[src/rtl/ring_dir_pkg.sv]
package ring_dir_pkg;
  localparam int KindW = 3;
  localparam int LineW = 7;
  localparam int LinesPerPage = 1 << LineW;

  localparam logic [KindW-1:0] kReqSh = 3'd0;
  localparam logic [KindW-1:0] kReqEx = 3'd1;
  localparam logic [KindW-1:0] kRspSh = 3'd2;
  localparam logic [KindW-1:0] kRspEx = 3'd3;
  localparam logic [KindW-1:0] kInv   = 3'd4;

  localparam logic [1:0] stInvalid = 2'b00;
  localparam logic [1:0] stShared  = 2'b01;
  localparam logic [1:0] stExcl    = 2'b10;

  typedef enum logic [1:0] {LO_NONE, LO_LIN, LO_UIN, LO_INV} loSel_e;
  typedef enum logic [1:0] {UP_NONE, UP_LIN, UP_UIN} upSel_e;

  typedef struct packed {
    loSel_e     loSel;
    upSel_e     upSel;
    logic       linWr;
    logic [1:0] linWrState;
    logic       uinWr;
    logic       invLoad;
  } ctrl_t;
endpackage

[src/rtl/ring_dir_datapath.sv]
module ring_dir_datapath
  import ring_dir_pkg::*;
#(
  parameter int PageW  = 2,
  parameter int RingW  = 3,
  parameter int ProcW  = 5,
  parameter int MyRing = 2
) (
  input  logic clk,
  input  logic rstN,
  input  ctrl_t ctrl,
  input  logic [KindW+PageW+LineW+RingW+ProcW-1:0] lowInPkt,
  input  logic [KindW+PageW+LineW+RingW+ProcW-1:0] upInPkt,
  input  logic lowOutReady,
  input  logic upOutReady,
  output logic lowOutValid,
  output logic [KindW+PageW+LineW+RingW+ProcW-1:0] lowOutPkt,
  output logic upOutValid,
  output logic [KindW+PageW+LineW+RingW+ProcW-1:0] upOutPkt,
  output logic [1:0] linState,
  output logic [1:0] uinState,
  output logic loFree,
  output logic upFree
);
  localparam int PktW     = KindW + PageW + LineW + RingW + ProcW;
  localparam int NumPages = 1 << PageW;
  localparam int LineLsb  = ProcW + RingW;
  localparam int PageLsb  = LineLsb + LineW;

  logic [2*LinesPerPage-1:0] dirMem [NumPages];

  logic [PageW-1:0] linPage, uinPage, invPage;
  logic [LineW-1:0] linLine, uinLine, invLine;

  assign linPage = lowInPkt[PageLsb +: PageW];
  assign linLine = lowInPkt[LineLsb +: LineW];
  assign uinPage = upInPkt[PageLsb +: PageW];
  assign uinLine = upInPkt[LineLsb +: LineW];

  assign linState = dirMem[linPage][{linLine, 1'b0} +: 2];
  assign uinState = dirMem[uinPage][{uinLine, 1'b0} +: 2];

  assign loFree = !lowOutValid || lowOutReady;
  assign upFree = !upOutValid || upOutReady;

  always_ff @(posedge clk) begin
    if (!rstN) begin
      for (int p = 0; p < NumPages; p++) dirMem[p] <= '0;
    end else begin
      if (ctrl.linWr) dirMem[linPage][{linLine, 1'b0} +: 2] <= ctrl.linWrState;
      if (ctrl.uinWr) dirMem[uinPage][{uinLine, 1'b0} +: 2] <= stShared;
    end
  end

  always_ff @(posedge clk) begin
    if (!rstN) begin
      invPage <= '0;
      invLine <= '0;
    end else if (ctrl.invLoad) begin
      invPage <= uinPage;
      invLine <= uinLine;
    end
  end

  logic [PktW-1:0] invPkt;
  assign invPkt = {kInv, invPage, invLine, RingW'(MyRing), {ProcW{1'b1}}};

  always_ff @(posedge clk) begin
    if (!rstN) begin
      lowOutValid <= 1'b0;
      lowOutPkt   <= '0;
    end else begin
      unique case (ctrl.loSel)
        LO_LIN:  begin lowOutValid <= 1'b1; lowOutPkt <= lowInPkt; end
        LO_UIN:  begin lowOutValid <= 1'b1; lowOutPkt <= upInPkt;  end
        LO_INV:  begin lowOutValid <= 1'b1; lowOutPkt <= invPkt;   end
        default: if (lowOutReady) lowOutValid <= 1'b0;
      endcase
    end
  end

  always_ff @(posedge clk) begin
    if (!rstN) begin
      upOutValid <= 1'b0;
      upOutPkt   <= '0;
    end else begin
      unique case (ctrl.upSel)
        UP_LIN:  begin upOutValid <= 1'b1; upOutPkt <= lowInPkt; end
        UP_UIN:  begin upOutValid <= 1'b1; upOutPkt <= upInPkt;  end
        default: if (upOutReady) upOutValid <= 1'b0;
      endcase
    end
  end
endmodule

[src/rtl/ring_dir_control.sv]
module ring_dir_control
  import ring_dir_pkg::*;
#(
  parameter int PageW  = 2,
  parameter int RingW  = 3,
  parameter int ProcW  = 5,
  parameter int MyRing = 2
) (
  input  logic clk,
  input  logic rstN,
  input  logic lowInValid,
  input  logic [KindW+PageW+LineW+RingW+ProcW-1:0] lowInPkt,
  input  logic upInValid,
  input  logic [KindW+PageW+LineW+RingW+ProcW-1:0] upInPkt,
  input  logic [1:0] linState,
  input  logic [1:0] uinState,
  input  logic loFree,
  input  logic upFree,
  output logic lowInReady,
  output logic upInReady,
  output ctrl_t ctrl
);
  localparam int PktW = KindW + PageW + LineW + RingW + ProcW;

  typedef enum logic [1:0] {D_NONE, D_LOW, D_UP} dest_e;
  typedef enum logic [1:0] {I_IDLE, I_SEND, I_WAIT} inv_e;

  inv_e invState;

  logic [KindW-1:0] linKind, uinKind;
  logic [RingW-1:0] linRing, uinRing;
  logic [ProcW-1:0] linProc;
  logic linLocal, uinLocal, linOwnInv, uinStarts;
  dest_e linDest, uinDest;
  logic linGo, uinGo, invSend;

  assign linKind  = lowInPkt[PktW-1 -: KindW];
  assign uinKind  = upInPkt[PktW-1 -: KindW];
  assign linRing  = lowInPkt[ProcW +: RingW];
  assign uinRing  = upInPkt[ProcW +: RingW];
  assign linProc  = lowInPkt[ProcW-1:0];
  assign linLocal = linRing == RingW'(MyRing);
  assign uinLocal = uinRing == RingW'(MyRing);
  assign linOwnInv = linKind == kInv && linLocal && linProc == {ProcW{1'b1}};
  assign uinStarts = uinKind == kRspEx && uinLocal;

  always_comb begin
    unique case (linKind)
      kReqSh, kReqEx: linDest = (linState == stInvalid) ? D_UP : D_LOW;
      kRspSh, kRspEx: linDest = linLocal ? D_LOW : D_UP;
      kInv:           linDest = linOwnInv ? D_NONE : D_LOW;
      default:        linDest = D_LOW;
    endcase
    unique case (uinKind)
      kReqSh, kReqEx: uinDest = (uinState != stInvalid) ? D_LOW : D_UP;
      kRspSh, kRspEx: uinDest = uinLocal ? D_LOW : D_UP;
      default:        uinDest = D_UP;
    endcase
  end

  assign invSend = invState == I_SEND && loFree;

  assign linGo = lowInValid && (linDest == D_NONE
      || (linDest == D_LOW && loFree && invState != I_SEND)
      || (linDest == D_UP && upFree && !(upInValid && uinDest == D_UP)));

  assign uinGo = upInValid && ((uinDest == D_UP && upFree)
      || (uinDest == D_LOW && loFree && invState != I_SEND
          && !(lowInValid && linDest == D_LOW)
          && (!uinStarts || invState == I_IDLE)));

  assign lowInReady = linGo;
  assign upInReady  = uinGo;

  always_comb begin
    ctrl = '0;
    if (invSend)                         ctrl.loSel = LO_INV;
    else if (linGo && linDest == D_LOW)  ctrl.loSel = LO_LIN;
    else if (uinGo && uinDest == D_LOW)  ctrl.loSel = LO_UIN;
    if (uinGo && uinDest == D_UP)        ctrl.upSel = UP_UIN;
    else if (linGo && linDest == D_UP)   ctrl.upSel = UP_LIN;

    if (linGo) begin
      if (linKind == kRspSh) begin
        ctrl.linWr = 1'b1; ctrl.linWrState = stShared;
      end else if (linKind == kRspEx) begin
        ctrl.linWr = 1'b1; ctrl.linWrState = linLocal ? stExcl : stInvalid;
      end else if (linOwnInv && invState == I_WAIT) begin
        ctrl.linWr = 1'b1; ctrl.linWrState = stExcl;
      end
    end
    ctrl.uinWr   = uinGo && uinDest == D_LOW && uinKind == kRspSh;
    ctrl.invLoad = uinGo && uinStarts;
  end

  always_ff @(posedge clk) begin
    if (!rstN) invState <= I_IDLE;
    else begin
      unique case (invState)
        I_IDLE:  if (ctrl.invLoad) invState <= I_SEND;
        I_SEND:  if (invSend) invState <= I_WAIT;
        I_WAIT:  if (linGo && linOwnInv) invState <= I_IDLE;
        default: invState <= I_IDLE;
      endcase
    end
  end
endmodule

[src/rtl/ring_dir_router.sv]
module ring_dir_router
  import ring_dir_pkg::*;
#(
  parameter int PageW  = 2,
  parameter int RingW  = 3,
  parameter int ProcW  = 5,
  parameter int MyRing = 2
) (
  input  logic clk,
  input  logic rstN,
  input  logic lowInValid,
  output logic lowInReady,
  input  logic [KindW+PageW+LineW+RingW+ProcW-1:0] lowInPkt,
  input  logic upInValid,
  output logic upInReady,
  input  logic [KindW+PageW+LineW+RingW+ProcW-1:0] upInPkt,
  output logic lowOutValid,
  input  logic lowOutReady,
  output logic [KindW+PageW+LineW+RingW+ProcW-1:0] lowOutPkt,
  output logic upOutValid,
  input  logic upOutReady,
  output logic [KindW+PageW+LineW+RingW+ProcW-1:0] upOutPkt
);
  ctrl_t ctrl;
  logic [1:0] linState, uinState;
  logic loFree, upFree;

  ring_dir_control #(.PageW(PageW), .RingW(RingW), .ProcW(ProcW), .MyRing(MyRing)) u_ctrl (
    .clk(clk), .rstN(rstN),
    .lowInValid(lowInValid), .lowInPkt(lowInPkt),
    .upInValid(upInValid), .upInPkt(upInPkt),
    .linState(linState), .uinState(uinState),
    .loFree(loFree), .upFree(upFree),
    .lowInReady(lowInReady), .upInReady(upInReady),
    .ctrl(ctrl)
  );

  ring_dir_datapath #(.PageW(PageW), .RingW(RingW), .ProcW(ProcW), .MyRing(MyRing)) u_dp (
    .clk(clk), .rstN(rstN), .ctrl(ctrl),
    .lowInPkt(lowInPkt), .upInPkt(upInPkt),
    .lowOutReady(lowOutReady), .upOutReady(upOutReady),
    .lowOutValid(lowOutValid), .lowOutPkt(lowOutPkt),
    .upOutValid(upOutValid), .upOutPkt(upOutPkt),
    .linState(linState), .uinState(uinState),
    .loFree(loFree), .upFree(upFree)
  );
endmodule

[config.mk]
export PLATFORM = sky130hd
export DESIGN_NAME = ring_dir_router
export DESIGN_NICKNAME = d
export VERILOG_FILES = /design/src/rtl/ring_dir_pkg.sv /design/src/rtl/ring_dir_datapath.sv /design/src/rtl/ring_dir_control.sv /design/src/rtl/ring_dir_router.sv
export SDC_FILE = /design/constraint.sdc
export NUM_CORES = 2
export LEC_CHECK = 0
export ABC_AREA = 1
export ABC_CLOCK_PERIOD_IN_PS = 5700
export BUFFER_PORTS_ARGS = -buffer_cell sky130_fd_sc_hd__buf_2
export CAP_MARGIN = 20
export CELL_PAD_IN_SITES_DETAIL_PLACEMENT = 1
export CELL_PAD_IN_SITES_GLOBAL_PLACEMENT = 1
export CORE_MARGIN = 3
export CORE_UTILIZATION = 30
export CTS_CLUSTER_SIZE = 24
export DETAILED_ROUTE_END_ITERATION = 12
export PLACE_DENSITY = 0.66
export SETUP_SLACK_MARGIN = 0.1
export SYNTH_ARGS = -nofsm -noshare
export SYNTH_HDL_FRONTEND = slang
export SYNTH_SLANG_ARGS = --single-unit
[constraint.sdc]
create_clock -name clk -period 5.7 [get_ports clk]
set_clock_uncertainty 0.15 [all_clocks]
set_input_delay 0.285 -clock clk [delete_from_list [all_inputs] [get_ports clk]]
set_output_delay 0.285 -clock clk [all_outputs]
set_load 0.005 [all_outputs]
==> results_dict.tcl <==
set metrics [dict create \
    cp.required_ns 6.21 \
    p_per_area_nw_per_um2 232 \
    drv_cap 0 \
    relSlewSlack_pct 25.5 \
    die_x_um 503 \
    via_per_inst 5.80 \
    switchingPower_mw 6.78 \
    insertion_delay_ns 0.85 \
    clock_path_buffers 3 \
    cts-buffers-inserted 140 \
    dp.cells 14700 \
    post_drt_wl_per_cell_um 27.7 \
    worstSetupPathType "in2reg" \
    fill_cells 30300 \
    drc 0 \
    worst-r2r-cell-count 36 \
    crit-reg2reg-launch "u_dp.dirMem[1][3]$_DFFE_PP_" \
    synth.distinct_cells 47 \
    status "complete, no violations" \
    slowest_delay_ns 0.29 \
    vdd_drop_max_mv 0.214 \
    arrival_ns 6.05 \
    wirelength_um 417000 \
    fin_crit_sh_pct 97.1 \
    grt_pass1_vias 87800 \
    slew_viol_final 0 \
    cts_root_buffer "clkbuf_16" \
    cp-start-kind "input pin" \
    worst_pin_slew_ns 1.12 \
    numPortBuffers 89 \
    hold_end "u_dp.upOutPkt[10]$_SDFFE_PN0P_" \
    drtIter0Drc 9637 \
    synth_warnings 0 \
    mostFrequentLayoutCell "nand2_1" \
    end_kind "flip-flop" \
    htree_levels 4 \
    combPwrFrac_pct 18.2 \
    synth.avg_cell_area_um2 6.90 \
    yosysSeqAreaShare_pct 42.9 \
    hold_viol_final 0 \
    crit_slowest_cell "nor2_4" \
    crit_top_cell "nand2_1" \
    syn_nets 10800 \
    r2r-end "u_dp.dirMem[3][242]$_DFFE_PP_" \
    power.clock.fraction_pct 39.8 \
    start_util_pct 30.3 \
    hold_depth 7 \
    crit_fanout 24 \
    dr.pass1.iters 6 \
    p_int_mw 15.1 \
    seqPwrFrac_pct 42.0 \
    areaGrowthSynthToFinish_pct 27.2 \
    ff2ff_setup_slack_ns 0.20 \
    antenna_found_initial 25 \
    coreArea_um2 244000 \
    vias 87200 \
    max_freq_mhz 181 \
    syn_inst 10700 \
    drive_gt1_share_pct 15.3 \
    holdCritStartpoint "upInValid" \
    grt_pass1_wl_um 596000 \
    drtAntennaViolNets 0 \
    instances_no_fill 15000 \
    ys_seq_elements 1077 \
    setup_viol 0 \
    hp-class "in2reg" \
    swShare_pct 30.9 \
    cts_sinks 1077 \
    cts_tree "yes" \
    clk_pin_slew_worst_paths_ns 0.06 \
    dp_hpwl_um 307000 \
    row_count 181 \
    io_pins 90 \
    rsz0062_at_grt "false" \
    die-area_um2 253000 \
    period_needed_ns 5.54 \
    nets 11800 \
    grt_overflow 0 \
    fin_area_um2 94200 \
    final_cell_mix "3,141 x nand2_1, 1,730 x nor2_1, 1,364 x nand3_1" \
    routabilityCongestion 1.03 \
    die_y_um 503 \
    grt_max_degree 144 \
    place_area_um2 89000 \
    synth_area_um2 74100 \
    p_leak_nw 38.7 \
    postLayoutCoreUtil_pct 38.6 \
    track_usage_pct 31.9 \
]
## worst max path at each step
stage                                       from                             to  slack, ns  depth (start not counted)
global route        u_dp.dirMem[0][56]$_DFFE_PP_  u_dp.dirMem[2][166]$_DFFE_PP_       0.08                         33
finish                               upInPkt[16]  u_dp.dirMem[2][166]$_DFFE_PP_       0.16                         35
global placement                     upInPkt[16]  u_dp.dirMem[2][166]$_DFFE_PP_      -0.88                         37
CTS                 u_dp.dirMem[3][67]$_DFFE_PP_  u_dp.dirMem[3][164]$_DFFE_PP_       0.16                         36
floorplan                            lowInPkt[8]  u_dp.dirMem[0][194]$_DFFE_PP_       1.32                         28
detailed placement                   upInPkt[16]   u_dp.dirMem[2][38]$_DFFE_PP_      -0.97                         37
## layer usage
layer | track usage (%) | part of all wire [%] | up-vias
li1 | - | - | 38100
met1 | 41.8 | 40 | 43400
met2 | 49.7 | 44 | 4569
met3 | 6.62 | 9.9 | 1102
met4 | 15.9 | 5.7 | 18
met5 | 0 | 0.030 | -
## critical path: cells and delay by family
family	cells	cell delay (ns)
AND/OR/NAND/NOR	23	3.34
buffers and inverters	10	1.93
AO/OA/AOI/OAI	2	0.41
## registers in the layout, summed over array words and instances (netlist names)
name              flops
u_dp.dirMem        1024
u_dp.lowOutPkt       20
u_dp.upOutPkt        20
u_dp.invLine          7
u_ctrl.invState       2
u_dp.invPage          2
u_dp.lowOutValid      1
u_dp.upOutValid       1
## repair_timing
action,CTS,global route
setup buffers,5,4
endpoints found under the hold margin,97,0
pin swaps,1,3
gates resized for setup,7,22
endpoints found under the setup margin,1111,1772
hold buffers,62,0
cloned,2,1
## kinds of logic (layout without fill, tap and decap cells)
family                   count (synthesis)  in the layout  synth area share [%]
XOR/XNOR                                 3              3                0.0355
flip-flops                            1077           1077                  42.9
other                                    0              9                     0
buffers and inverters                 1445           2515                  7.99
multiplexers                             5              5                0.0676
AO/OA/AOI/OAI                         1366           1366                  9.91
adder cells (fa/ha/maj)                  8              8                 0.135
AND/OR/NAND/NOR                       6839           6839                  38.9
## cell usage after synthesis, drive strengths merged
library cell     n  share of area (%)
a21oi          293                2.0
a22oi            5              0.051
a31oi            1             0.0085
a41oi            9               0.11
and2             3              0.025
and3            71               0.60
buf            426                2.8
clkbuf         352                1.8
clkinv           6              0.030
dfxtp           53                1.4
edfxtp        1024                 42
ha               8               0.14
inv            661                3.3
mux2i            5              0.068
nand2         3154                 16
nand3         1374                9.3
nand3b           7              0.071
nand4          377                3.2
nor2          1750                8.9
nor3            39               0.26
nor3b           29               0.29
nor4            27               0.23
o2111ai          1              0.012
o211ai         118                1.2
o21a             5              0.051
o21ai          893                6.0
o21bai           1              0.010
o22ai            6              0.051
o2bb2ai          1              0.012
o32ai            1              0.012
o41ai           32               0.38
or2              8              0.068
xnor2            1              0.012
xor2             2              0.024
## layout make-up
class	count	area (µm²)	share of cell area, %
repair buffers	1601	14900	15.9
clock inverters	67	569	0.604
clock buffers	180	3760	3.99
inverters	667	2540	2.70
multi-input cells	8221	36600	38.8
flip-flops and latches	1077	31800	33.8
diodes	9	22.5	0.0239
well taps	3202	4010	4.25
## per-stage QoR
step	power (mW)	hold WS [ns]	worst slack (ns)	setup TNS (ns)
2_1_floorplan	11.1	0.278	1.32	0
3_3_place_gp	13.0	0.304	-0.879	-1371.56
3_5_place_dp	13.1	0.311	-0.968	-1498.55
4_1_cts	21.8	0.0100	0.158	0
5_1_grt	22.5	0.0728	0.0809	0
6_report	21.9	0.0772	0.164	0
## power groups by stage
stage	Combinational, mW	Clock (mW)	Sequential [mW]
final	3.98	8.72	9.19
after global routing	4.18	9.08	9.22
after CTS	3.85	8.78	9.18
after detailed placement	3.78	0	9.35
after global placement	3.71	0	9.33
after floorplan	1.81	0	9.27
No activity file was read; power rests on OpenSTA's default activity.
